--- src/rtl/pwm4_pkg.sv ---
package pwm4_pkg;
  localparam int unsigned VAL_W  = 15;
  localparam int unsigned DUTY_W = VAL_W + 1;

  typedef enum logic {
    CNT_UP     = 1'b0,
    CNT_UPDOWN = 1'b1
  } cnt_mode_e;

  typedef struct packed {
    logic             inv;
    logic [VAL_W-1:0] cmp;
  } duty_t;

  localparam logic [VAL_W-1:0] TOP_RST = VAL_W'(1000);

  // level a channel drives for a given counter value and duty word
  function automatic logic duty_level(input logic [VAL_W-1:0] cnt, input duty_t d);
    if (d.inv) return (cnt < d.cmp);
    return (cnt >= d.cmp);
  endfunction

  // counter step: returns {down_next, cnt_next}
  function automatic logic [VAL_W:0] count_step(input logic [VAL_W-1:0] cnt,
                                                input logic [VAL_W-1:0] top,
                                                input cnt_mode_e mode,
                                                input logic down);
    logic [VAL_W-1:0] n;
    logic             nd;
    n  = cnt;
    nd = down;
    if (mode == CNT_UP) begin
      nd = 1'b0;
      n  = (cnt >= top) ? '0 : cnt + 1'b1;
    end else if (!down) begin
      if (cnt >= top) begin
        n  = (top == '0) ? '0 : top - 1'b1;
        nd = (n != '0);
      end else begin
        n  = cnt + 1'b1;
        nd = 1'b0;
      end
    end else begin
      n  = (cnt == '0) ? '0 : cnt - 1'b1;
      nd = (cnt > VAL_W'(1));
    end
    return {nd, n};
  endfunction
endpackage

--- src/rtl/pwm4_presc.sv ---
module pwm4_presc #(
  parameter int unsigned PSC_W = 3
) (
  input  logic             clk,
  input  logic             rst_n,
  input  logic             run,
  input  logic [PSC_W-1:0] sel,
  output logic             tick
);
  localparam int unsigned DIV_W = (1 << PSC_W) - 1;

  logic [DIV_W-1:0] pcnt;
  logic [DIV_W-1:0] lim;

  assign lim  = ({{(DIV_W-1){1'b0}}, 1'b1} << sel) - 1'b1;
  assign tick = run && (pcnt == lim);

  always_ff @(posedge clk or negedge rst_n) begin
    if (!rst_n)                pcnt <= '0;
    else if (!run || tick)     pcnt <= '0;
    else                       pcnt <= pcnt + 1'b1;
  end
endmodule

--- src/rtl/pwm4_count.sv ---
module pwm4_count
  import pwm4_pkg::*;
(
  input  logic             clk,
  input  logic             rst_n,
  input  logic             run,
  input  logic             tick,
  input  cnt_mode_e        mode,
  input  logic [VAL_W-1:0] top,
  output logic [VAL_W-1:0] cnt,
  output logic             down,
  output logic             wrap
);
  logic [VAL_W:0] step;

  assign step = count_step(cnt, top, mode, down);
  assign wrap = tick && (step[VAL_W-1:0] == '0);

  always_ff @(posedge clk or negedge rst_n) begin
    if (!rst_n) begin
      cnt  <= '0;
      down <= 1'b0;
    end else if (!run) begin
      cnt  <= '0;
      down <= 1'b0;
    end else if (tick) begin
      cnt  <= step[VAL_W-1:0];
      down <= step[VAL_W];
    end
  end
endmodule

--- src/rtl/pwm4_chan.sv ---
module pwm4_chan
  import pwm4_pkg::*;
(
  input  logic             clk,
  input  logic             rst_n,
  input  logic             run,
  input  logic             load,
  input  logic             wr,
  input  duty_t            wr_word,
  input  logic             conn,
  input  logic             idle,
  input  logic [VAL_W-1:0] cnt,
  output duty_t            act,
  output logic             out
);
  duty_t shadow;

  always_ff @(posedge clk or negedge rst_n) begin
    if (!rst_n) begin
      shadow <= '0;
      act    <= '0;
      out    <= 1'b0;
    end else begin
      if (wr)   shadow <= wr_word;
      if (load) act    <= shadow;
      out <= (run && conn) ? duty_level(cnt, act) : idle;
    end
  end
endmodule

--- src/rtl/pwm4_gen.sv ---
module pwm4_gen
  import pwm4_pkg::*;
#(
  parameter int unsigned CH_N  = 4,
  parameter int unsigned PSC_W = 3,
  parameter int unsigned SEL_W = $clog2(CH_N)
) (
  input  logic                     clk,
  input  logic                     rst_n,
  input  logic                     run,
  input  logic                     cfg_wr,
  input  logic                     cfg_updown,
  input  logic [VAL_W-1:0]         cfg_top,
  input  logic [PSC_W-1:0]         cfg_presc,
  input  logic [CH_N-1:0]          cfg_idle,
  input  logic [CH_N-1:0]          ch_conn,
  input  logic                     duty_wr,
  input  logic [SEL_W-1:0]         duty_sel,
  input  logic [DUTY_W-1:0]        duty_data,
  input  logic                     bulk_wr,
  input  logic [CH_N*DUTY_W-1:0]   bulk_data,
  output logic [CH_N-1:0]          pwm_out
);
  localparam logic [PSC_W-1:0] PSC_RST = PSC_W'(4);

  cnt_mode_e              mode_q;
  logic [VAL_W-1:0]       top_q;
  logic [PSC_W-1:0]       presc_q;
  logic [CH_N-1:0]        idle_q;

  logic                   tick;
  logic                   wrap;
  logic                   down;
  logic                   load;
  logic [VAL_W-1:0]       cnt;
  logic [CH_N*DUTY_W-1:0] act_flat;

  always_ff @(posedge clk or negedge rst_n) begin
    if (!rst_n) begin
      mode_q  <= CNT_UP;
      top_q   <= TOP_RST;
      presc_q <= PSC_RST;
      idle_q  <= '0;
    end else if (cfg_wr) begin
      mode_q  <= cnt_mode_e'(cfg_updown);
      top_q   <= cfg_top;
      presc_q <= cfg_presc;
      idle_q  <= cfg_idle;
    end
  end

  pwm4_presc #(.PSC_W(PSC_W)) u_presc (
    .clk  (clk),
    .rst_n(rst_n),
    .run  (run),
    .sel  (presc_q),
    .tick (tick)
  );

  pwm4_count u_count (
    .clk  (clk),
    .rst_n(rst_n),
    .run  (run),
    .tick (tick),
    .mode (mode_q),
    .top  (top_q),
    .cnt  (cnt),
    .down (down),
    .wrap (wrap)
  );

  assign load = wrap || !run;

  for (genvar i = 0; i < CH_N; i++) begin : g_ch
    logic  wr_hit;
    duty_t wr_word;
    duty_t act;

    assign wr_hit  = bulk_wr || (duty_wr && (duty_sel == SEL_W'(i)));
    assign wr_word = bulk_wr ? duty_t'(bulk_data[i*DUTY_W +: DUTY_W]) : duty_t'(duty_data);

    pwm4_chan u_chan (
      .clk    (clk),
      .rst_n  (rst_n),
      .run    (run),
      .load   (load),
      .wr     (wr_hit),
      .wr_word(wr_word),
      .conn   (ch_conn[i]),
      .idle   (idle_q[i]),
      .cnt    (cnt),
      .act    (act),
      .out    (pwm_out[i])
    );

    assign act_flat[i*DUTY_W +: DUTY_W] = act;
  end
endmodule

--- config.mk ---
export PLATFORM = sky130hd
export DESIGN_NAME = pwm4_gen
export DESIGN_NICKNAME = d
export VERILOG_FILES = /design/src/rtl/pwm4_pkg.sv /design/src/rtl/pwm4_presc.sv /design/src/rtl/pwm4_count.sv /design/src/rtl/pwm4_chan.sv /design/src/rtl/pwm4_gen.sv
export SDC_FILE = /design/constraint.sdc
export NUM_CORES = 1
export LEC_CHECK = 0
export ABC_AREA = 1
export ABC_CLOCK_PERIOD_IN_PS = 7600
export BUFFER_PORTS_ARGS = -buffer_cell sky130_fd_sc_hd__buf_2
export CAP_MARGIN = 20
export CELL_PAD_IN_SITES_DETAIL_PLACEMENT = 0
export CELL_PAD_IN_SITES_GLOBAL_PLACEMENT = 1
export CORE_MARGIN = 4
export CORE_UTILIZATION = 48
export DETAILED_ROUTE_END_ITERATION = 6
export PLACE_DENSITY_LB_ADDON = 0.1
export SYNTH_ARGS = -nofsm -noshare
export SYNTH_HDL_FRONTEND = slang
export SYNTH_SLANG_ARGS = --single-unit
--- constraint.sdc ---
create_clock -name clk -period 7.6 [get_ports clk]
set_input_delay 0.38 -clock clk [delete_from_list [all_inputs] [get_ports clk]]
set_output_delay 0.38 -clock clk [all_outputs]
set_load 0.005 [all_outputs]
== Word-level counts from Yosys, hierarchy flattened ==
Cells that the tools add are included.
Operators by class
  shift-type cells: 1
  $mul: 0
  magnitude comparators: 10
  equal/unequal tests: 5
  bitwise gates (word level): 0
  add/sub/neg operators: 5
  reductions and logical operators: 22
  divide/modulo/power cells: 0
  muxes and demuxes: 34
Operators by type and width (count)
  $mux W15: 8
  $ge A15 B15 Y1: 5
  $mux W16: 4
  $lt A15 B15 Y1: 4
  $logic_not A15 Y1: 3
  $sub A15 B1 Y15 const B: 2
  $mux W1: 21
  $add A15 B1 Y15 const B: 1
  $gt A15 B1 Y1 const B: 1
  $reduce_bool A15 Y1: 1
  $logic_and A1 B1 Y1: 10
  $add A7 B1 Y7 const B: 1
  $eq A7 B7 Y1: 1
  $mux W7: 1
  $shl A1 B3 Y7 const A: 1
  $sub A7 B1 Y7 const B: 1
  $logic_or A1 B1 Y1: 6
  $eq A2 B2 Y1 const B: 2
  $eq A2 B1 Y1 const B: 1
  $logic_not A2 Y1: 1
  $ne A2 B1 Y1 const B: 1
  $logic_not A1 Y1: 1
Storage, ports and cells
  memories kept: 0
  output and inout port bits: 4
  input bits: 115
  register bits after elaboration: 178
  bits in writable memories: 0
  memory bits (read-only): 0
  bits in latches: 0
  word-level logic and storage cells: 104

== Depth between registers and ports, before layout ==
Gate-level depths: netlist (run 1).
  depth in word-level cells: 8
  depth in mapped cells: 21
  gate-level depth less buffers: 20

== Cells and area by module ==
Synthesis (run 1) repeated with hierarchy kept, for this count alone.
Second synthesis, totals
  cell total of the unflattened synthesis: 1504
  area, all modules: 11577.4 µm²
By module, submodules not included
  pwm4_chan: area each 1666.6 µm², cells each 175, seq. area each 825.8 µm², times used 4
  pwm4_count: area each 2786.4 µm², cells each 470, seq. area each 400.4 µm², times used 1
  pwm4_gen: area each 1617.8 µm², cells each 264, seq. area each 584.3 µm², times used 1
  pwm4_presc: area each 506.7 µm², cells each 70, seq. area each 175.2 µm², times used 1

== Worst setup path after synthesis (run 1) ==
OpenSTA, ideal clock, no wires.
  path kind: flip-flop to flip-flop
  start: register top_q[6]
  end: register g_ch[0].u_chan.act[11] (netlist name)
  cell stages (with the launch flop): 22
  setup time: 116 ps
  path slack: 4953 ps
  path buffers: 3
  required time: 7484 ps
  period minus slack after synthesis: 2647 ps
  arrival: 2531 ps
  cell sequence: dfstp_2 -> inv_1 -> ha_1 -> nand2_1 -> inv_2 -> a21oi_1 -> nand2_1 -> nand2_4 -> nand3_4 -> buf_8 -> nand3_1 -> nand3_1 -> nand2_1 -> nand2_1 -> nor2_1 -> nand2_1 -> nor2_2 -> nand2_4 -> buf_12 -> buf_12 -> nand3_2 -> nand2_1
On the way
  word-level cells in the longest chain between the ends: 8
  elaborated cells on any way between the ends: 11
  those cells by class: add/sub: 1; order compare: 1; mux: 5; reduce/logical: 4
RTL lines
  from (decl): RTL line pwm4_gen.sv:27  | logic [VAL_W-1:0] top_q;
  from (signal assigned): RTL line pwm4_gen.sv:46  | top_q <= cfg_top;
  $sub A15 B1 Y15 or $logic_not A15 Y1 (tied branches): RTL line pwm4_pkg.sv:37  | n = (top == '0) ? '0 : top - 1'b1;
  $mux W15: RTL line pwm4_pkg.sv:37
  $mux W15: RTL line pwm4_pkg.sv:36  | if (cnt >= top) begin
  $mux W15: RTL line pwm4_pkg.sv:35  | end else if (!down) begin
  $mux W15 *: RTL line pwm4_pkg.sv:32  | if (mode == CNT_UP) begin
  $logic_not A15 Y1 *: RTL line pwm4_count.sv:17  | assign wrap = tick && (step[VAL_W-1:0] == '0);
  $logic_and A1 B1 Y1 *: RTL line pwm4_count.sv:17
  $logic_or A1 B1 Y1 *: RTL line pwm4_gen.sv:72  | assign load = wrap || !run;
Mark *: on every way between the ends. The rest lies on a longest branch, timed or not.
A chain may end at the register's enable or synchronous reset.

== Worst setup path after layout (run 1) ==
  start: register u_count.cnt[14]
  end: register g_ch[0].u_chan.act[0] (netlist name)
On the way
  word-level cells in the longest chain between the ends: 7
  elaborated cells on any way between the ends: 12
  those cells by class: add/sub: 2; order compare: 1; mux: 5; reduce/logical: 4
RTL lines
  from (decl): RTL line pwm4_count.sv:10  | output logic [VAL_W-1:0] cnt,
  from (signal assigned): RTL line pwm4_count.sv:27  | cnt <= step[VAL_W-1:0];
  $add A15 B1 Y15 (tied with other cells): RTL line pwm4_pkg.sv:34, pwm4_pkg.sv:40
  $mux W15 (on tied branches): RTL line pwm4_pkg.sv:36, pwm4_pkg.sv:44
  $mux W15: RTL line pwm4_pkg.sv:35
  $mux W15 *: RTL line pwm4_pkg.sv:32
  $logic_not A15 Y1 *: RTL line pwm4_count.sv:17
  $logic_and A1 B1 Y1 *: RTL line pwm4_count.sv:17
  $logic_or A1 B1 Y1 *: RTL line pwm4_gen.sv:72
Marks and branches as above.

==> flow_metrics.tcl, run 1 <==
set metrics [dict create \
    wire_per_inst_um 16.84 \
    final-hold-violation-count 0 \
    rows 55 \
    drive_gt1_frac 0.1849 \
    synth.distinct_cells 55 \
    core_mm2 0.02285 \
    diodes 0 \
    r2r_start "u_count.cnt[14]$_DFFE_PN0N_" \
    dp_hpwl_mm 22.74 \
    reg2reg_slack_ps 3190 \
    r2r_end "g_ch[0].u_chan.act[0]$_DFFE_PN0P_" \
    yosysSeqAreaShare 0.3956 \
    powerDensity_mw_per_mm2 198.1 \
    synth_cells 1396 \
    grt_pass1_vias 9235 \
    num_io_pins 119 \
    ys_async_sr_fraction 1.000 \
    start_kind "register" \
    finalCritPeriodShare 0.5798 \
    ir_drop_mv 0.1275 \
    synth_area_leaders "dfrtp_1, nand2_1, ha_1" \
    h-tree-depth 4 \
    die-area_mm2 0.02602 \
    synth_edf_count 0 \
    globalplace.congestion 0.9249 \
    grt_pass1_wl_mm 49.75 \
    cts.clk_slew.worst_paths_ps 80 \
    whs_path_depth 3 \
    cts_tree "built" \
    fin_nets 1680 \
    portBuffers 118 \
    die_x_um 161.3 \
    final_area_mm2 0.01256 \
    ys_warn_count 0 \
    cts_resized 0 \
    synth_top_cells_by_count "nand2_1, dfrtp_1, inv_1" \
    ff2ff_path_depth 17 \
    crit_path_end_kind "register" \
    cts_buffers 17 \
    nFillCells 2259 \
    cap_viol_max_count 0 \
    ant_nets 0 \
    setup_violations 0 \
    grt_max_degree 74 \
    overflow 0 \
    drtIter0Drc 652 \
    critPathArrivalTime_ps 4780 \
    place_area_mm2 0.01191 \
    max_slew_margin 0.3019 \
    whs_endpoint "top_q[13]$_DFFE_PN0P_" \
    synth.avg_cell_area_um2 8.081 \
    vias_per_cell 5.242 \
    ys_ff_latch 178 \
    synth_nets 1591 \
    crit_type "register to register" \
    rsz0062_at_grt "false" \
    post-route-util 0.5498 \
    firstDrtPassIters 6 \
    timing.fmax_mhz 226.9 \
    hold_start "cfg_top[13]" \
    worst-slew-pin-transition_ps 1047 \
    skew_ps 15.10 \
    grt_usage 0.2384 \
    initial_utilization 0.4938 \
    wl_mm 30.49 \
    multi_input_area_mm2 0.005898 \
    synth_top_area_share 0.3793 \
    yosysTopAreaCell "dfrtp_1" \
    drc 0 \
    fp.dieH_um 161.3 \
    clock_latency_ps 440 \
    cp.required_ps 7970 \
    status "completed" \
    leakage_nw 6.426 \
    area_growth_syn_to_layout_pct 11.36 \
    holdCritPathClass "input pin to register" \
    clkSinkCount 178 \
    clockBufferDepth 2 \
    cts-root-buf "clkbuf_16" \
    yosys.cell_count.top_type "nand2_1" \
    setup_tns_ps 0 \
    critical_path.max_fanout 65 \
    antenna_found_initial 0 \
    final-seq-area_mm2 0.004463 \
    synth_flop_cell "dfrtp_1" \
    period_needed_ps 4406 \
    synth_area_mm2 0.01128 \
    num_vias 9493 \
    drv_slew 0 \
]
cell families after synthesis:
logic type                 Yosys count  synth area share
buffers and inverters              193           0.08152
and+or+nand+nor                    713            0.3046
adders and majority gates           80           0.08873
AOI/OAI and AO/OA                  202            0.1056
DFF                                178            0.3956
xor gates and xnor gates            27           0.02096
muxes                                3          0.002994
state kept, by name (all words and copies together), names as in the netlist, 3 cells and up:
register / count
u_presc.pcnt: 7
g_ch.u_chan.out: 4
g_ch.u_chan.act: 64
u_count.cnt: 15
presc_q: 3
g_ch.u_chan.shadow: 64
idle_q: 4
top_q: 15
per-stage QoR:
stage | cells | hold slack [ps] | setup slack, ps | total power (W)
2_1_floorplan | 1396 | 84.41 | 4953 | 0.001442
3_3_place_gp | 1777 | 342.1 | 3296 | 0.001592
3_5_place_dp | 1777 | 349.9 | 3275 | 0.001602
4_1_cts | 1810 | 125.8 | 3234 | 0.002510
5_1_grt | 1811 | 132.4 | 2776 | 0.002627
6_report | 1811 | 141.5 | 3194 | 0.002489
power breakdown:
group / total (W) / leakage (nW) / switching (W) / internal (W)
Sequential: 0.00113 / 2.16 / 0.0000844 / 0.00105
Clock: 0.000904 / 0.299 / 0.000448 / 0.000456
Combinational: 0.000450 / 3.96 / 0.000279 / 0.000171
cell usage in the layout, fill, tap and decap left out, types with 10 or more instances in the layout:
| cell type | Yosys | layout |
|---|---|---|
| nand2_1 | 420 | 420 |
| dfrtp_1 | 171 | 171 |
| inv_1 | 126 | 126 |
| buf_2 | 4 | 116 |
| nor2_1 | 93 | 93 |
| ha_1 | 80 | 80 |
| nand3_2 | 62 | 62 |
| nand3_1 | 57 | 57 |
| o21ai_0 | 55 | 55 |
| a21oi_1 | 50 | 50 |
| a31oi_1 | 34 | 34 |
| o211ai_1 | 34 | 34 |
| xor2_1 | 25 | 25 |
| clkbuf_16 | 0 | 17 |
| nand4_1 | 15 | 15 |
| nor2_2 | 14 | 14 |
| nor3_1 | 12 | 12 |
| o22ai_1 | 10 | 10 |
what timing repair did:
| item | in CTS | in global routing |
|---|---|---|
| endpoints found under the hold margin | 41 | 0 |
| buffers inserted | 0 | 0 |
| hold buffers | 1 | 0 |
worst max-delay path, cell delays in order (launching register included):
cell and delay (ps):
dfrtp_1 740, ha_1 370, nand2_2 120, nor2_2 60, and2_2 210, nand2_4 130, nand3_4 210, nand3_1 140
nand3_1 90, nand2_1 90, nand2_1 120, nor2_1 120, nand2_1 60, nor2_2 190, nand2_4 580, nand2_4 810
nand2_1 150, nand2_1 90
layer usage:
metal | global-route usage | routed length [µm] | up-vias
met5 | 0 | 0 | -
met4 | 0.05467 | 493 | 0
met3 | 0.03930 | 1185 | 33
met2 | 0.3833 | 13970 | 231
met1 | 0.3402 | 14840 | 4440
li1 | - | - | 4789
worst max-delay path by stage:
stage,slack [ps],endpoint,from,depth (start not counted)
4_1_cts,3230,g_ch[3].u_chan.act[10]$_DFFE_PN0P_,u_count.cnt[11]$_DFFE_PN0N_,17
6_report,3190,g_ch[0].u_chan.act[0]$_DFFE_PN0P_,u_count.cnt[14]$_DFFE_PN0N_,17
5_1_grt,2780,g_ch[0].u_chan.act[0]$_DFFE_PN0P_,u_count.cnt[2]$_DFFE_PN0N_,18
3_5_place_dp,3270,g_ch[3].u_chan.act[10]$_DFFE_PN0P_,u_count.cnt[0]$_DFFE_PN0N_,19
3_3_place_gp,3300,g_ch[3].u_chan.act[12]$_DFFE_PN0P_,u_count.cnt[0]$_DFFE_PN0N_,19
2_1_floorplan,4950,g_ch[0].u_chan.act[11]$_DFFE_PN0P_,top_q[6]$_DFFE_PN1P_,21
final cells by class:
cell class	instances	share of cell area
multi-input cells	1025	0.4695
flip-flops and latches	178	0.3553
repair buffers	124	0.05309
inverters	139	0.04163
clock buffers	18	0.03496
well taps	313	0.03118
clock inverters	14	0.01434
(Power assumes the default switching activity.)
==> run 2, diff against run 1 <==
--- a/config.mk
+++ b/config.mk
@@ -6,13 +6,13 @@
 export NUM_CORES = 1
 export LEC_CHECK = 0
 export ABC_AREA = 1
-export ABC_CLOCK_PERIOD_IN_PS = 7600
+export ABC_CLOCK_PERIOD_IN_PS = 4500
 export BUFFER_PORTS_ARGS = -buffer_cell sky130_fd_sc_hd__buf_2
 export CAP_MARGIN = 20
 export CELL_PAD_IN_SITES_DETAIL_PLACEMENT = 0
 export CELL_PAD_IN_SITES_GLOBAL_PLACEMENT = 1
 export CORE_MARGIN = 4
-export CORE_UTILIZATION = 48
+export CORE_UTILIZATION = 45
 export DETAILED_ROUTE_END_ITERATION = 6
 export PLACE_DENSITY_LB_ADDON = 0.1
 export SYNTH_ARGS = -nofsm -noshare
==> constraint.sdc (replaced) <==
create_clock -name clk -period 4.5 [get_ports clk]
set_input_delay 0.225 -clock clk [delete_from_list [all_inputs] [get_ports clk]]
set_output_delay 0.225 -clock clk [all_outputs]
set_load 0.005 [all_outputs]
==> run 2 against run 1 <==
Effect of this change:
- first-iteration DRC count decreased by 12%
- global-route usage decreased by 0.85 points
- flip-flop and latch count unchanged
- clock power increased by 74%
- sequential power increased by 69%
- sequential share of layout area decreased by 0.83 points
- final cell count increased by 2.2%
- combinational power increased by 72%
- highest routed layer unchanged
- setup slack got worse by 2300 ps
- critical endpoint is now g_ch[0].u_chan.act[9]$_DFFE_PN0P_
- via count increased by 0.22%
==> flow_metrics.tcl, run 2 (synthesis gave the netlist of run 1 again) <==
set metrics [dict create \
    num_io_pins 119 \
    cts_buffers 17 \
    cts-root-buf "clkbuf_16" \
    final-seq-area_mm2 0.004463 \
    whs_endpoint "g_ch[2].u_chan.shadow[13]$_DFFE_PN0P_" \
    setup_tns_ps 0 \
    crit_path_end_kind "register" \
    post_cts_buffers 0 \
    die-area_mm2 0.02767 \
    r2r_end "g_ch[0].u_chan.act[9]$_DFFE_PN0P_" \
    antenna_found_initial 0 \
    cts_resized 0 \
    portBuffers 118 \
    ir_drop_mv 0.2230 \
    combPwrFrac 0.182 \
    rsz0062_at_grt "false" \
    critical_path.max_fanout 30 \
    setup_violations 0 \
    vias_per_cell 5.140 \
    hold_ws_ps 8.791 \
    h-tree-depth 4 \
    cp_slowest_cell "buf_4" \
    clock_latency_ps 440 \
    overflow 0 \
    firstDrtPassIters 5 \
    layout.cells.most_common "nand2_1" \
    fin_cells 1851 \
    final_area_mm2 0.01286 \
    setup_ws_ps 919.4 \
    finalCritPeriodShare 0.7957 \
    worst_path_most_repeated_cell "nor2_1" \
    die_x_um 166.3 \
    cts.clk_slew.worst_paths_ps 90 \
    nFillCells 2451 \
    initial_utilization 0.4612 \
    clkSinkCount 178 \
    ant_nets 0 \
    clockPowerShare 0.369 \
    start_kind "register" \
    place_area_mm2 0.01204 \
    skew_ps 16.55 \
    grt_max_degree 102 \
    drv_slew 0 \
    p_int_w 0.002845 \
    multi_input_area_mm2 0.005898 \
    drive_gt1_frac 0.1899 \
    p_switching_w 0.001413 \
    r2r_start "u_count.cnt[0]$_DFFE_PN0N_" \
    powerDensity_mw_per_mm2 331.0 \
    worst-slew-pin-transition_ps 950.6 \
    slowest_delay_ps 480 \
    cts_tree "built" \
    grt_pass1_wl_mm 51.27 \
    clockBufferDepth 2 \
    reg2reg_slack_ps 920 \
    diodes 0 \
    grt_pass1_vias 9559 \
    wire_per_inst_um 17.05 \
    dp.cells 1801 \
    fin_nets 1709 \
    fp.dieH_um 166.3 \
    grt_usage 0.2299 \
    switching_share 0.3319 \
    period_needed_ps 3581 \
    drtIter0Drc 571 \
    num_vias 9514 \
    cap_viol_max_count 0 \
    holdCritPathClass "input pin to register" \
    cp.required_ps 4870 \
    wl_mm 31.56 \
    dp_hpwl_mm 23.81 \
    ff2ff_path_depth 18 \
    globalplace.congestion 0.9589 \
    final-hold-violation-count 0 \
    max_slew_margin 0.3663 \
    status "completed" \
    core_mm2 0.02446 \
    timing.fmax_mhz 279.3 \
    crit_type "register to register" \
    drc 0 \
    sequentialPowerShare 0.449 \
    leakage_nw 6.572 \
    final_cell_mix "nand2_1, dfrtp_1, inv_1" \
    critPathArrivalTime_ps 3950 \
    crit_path_start "u_count.cnt[0]$_DFFE_PN0N_" \
    rows 57 \
    area_growth_syn_to_layout_pct 14.02 \
    hold_start "bulk_data[45]" \
    crit_chain "inv_1, ha_1, nand2_1, nor2_1, nand2_1, nor2_1, nor2_1, nand3_4, nor2_1, nand3_1, nand2_1, nor2_1, nand2_2, nor2_4, nand2_4, buf_4, nand3_1, nand2_1" \
    reg_top3 "g_ch.u_chan.act x64, g_ch.u_chan.shadow x64" \
    place_ws_ps 927.6 \
    whs_path_depth 3 \
]
## run 2: power by group through the flow
stage	Clock, W	Sequential (W)	Combinational (W)
finish	0.00157	0.00191	0.000775
detailed placement	0	0.00194	0.000768
global route	0.00168	0.00194	0.000892
CTS	0.00160	0.00191	0.000783
global placement	0	0.00194	0.000756
floorplan	0	0.00189	0.000544
## run 2: worst max-delay path by stage
stage	endpoint	slack, ps	depth (start not counted)
3_5_place_dp	g_ch[0].u_chan.act[9]$_DFFE_PN0P_	930	16
3_3_place_gp	g_ch[0].u_chan.act[0]$_DFFE_PN0P_	950	17
6_report	g_ch[0].u_chan.act[9]$_DFFE_PN0P_	920	18
5_1_grt	g_ch[2].u_chan.act[9]$_DFFE_PN0P_	630	20
4_1_cts	g_ch[0].u_chan.act[9]$_DFFE_PN0P_	920	16
2_1_floorplan	g_ch[0].u_chan.act[11]$_DFFE_PN0P_	1850	21
## run 2: per-stage QoR
| stage | utilization | total power (W) |
|---|---|---|
| finish | 0.5258 | 0.004257 |
| global route | 0.5258 | 0.004506 |
| CTS | 0.5247 | 0.004299 |
| detailed placement | 0.4923 | 0.002713 |
| global placement | 0.4923 | 0.002700 |
| floorplan | - | 0.002436 |
## run 2: layer usage
| metal | part of all wire | wire [µm] | vias up | global-route usage |
|---|---|---|---|---|
| li1 | - | - | 4855 | - |
| met4 | 0.027 | 852 | 0 | 0.07222 |
| met1 | 0.47 | 14920 | 4371 | 0.3170 |
| met2 | 0.46 | 14540 | 243 | 0.3777 |
| met5 | 0 | 0 | - | 0 |
| met3 | 0.039 | 1246 | 45 | 0.03214 |
## run 2: final cells by class
| class | instances | area share |
|---|---|---|
| multi-input combinational | 1025 | 0.4586 |
| tap | 324 | 0.03152 |
| sequential | 178 | 0.3470 |
| timing repair buffer | 153 | 0.07383 |
| inverter | 139 | 0.04066 |
| clock inverter | 15 | 0.01537 |
| clock buffer | 17 | 0.03307 |
## run 2: what timing repair did
action | CTS | global route
hold buffers | 17 | 0
hold endpoints to repair | 109 | 0
endpoints found under the setup margin | 0 | 0
## run 2: critical path, delay by kind of cell (launching register included)
family / cells / cell delay, ps
fa+ha+maj: 1 / 310
simple gates: 15 / 1900
flops: 1 / 460
buf+inv: 2 / 820
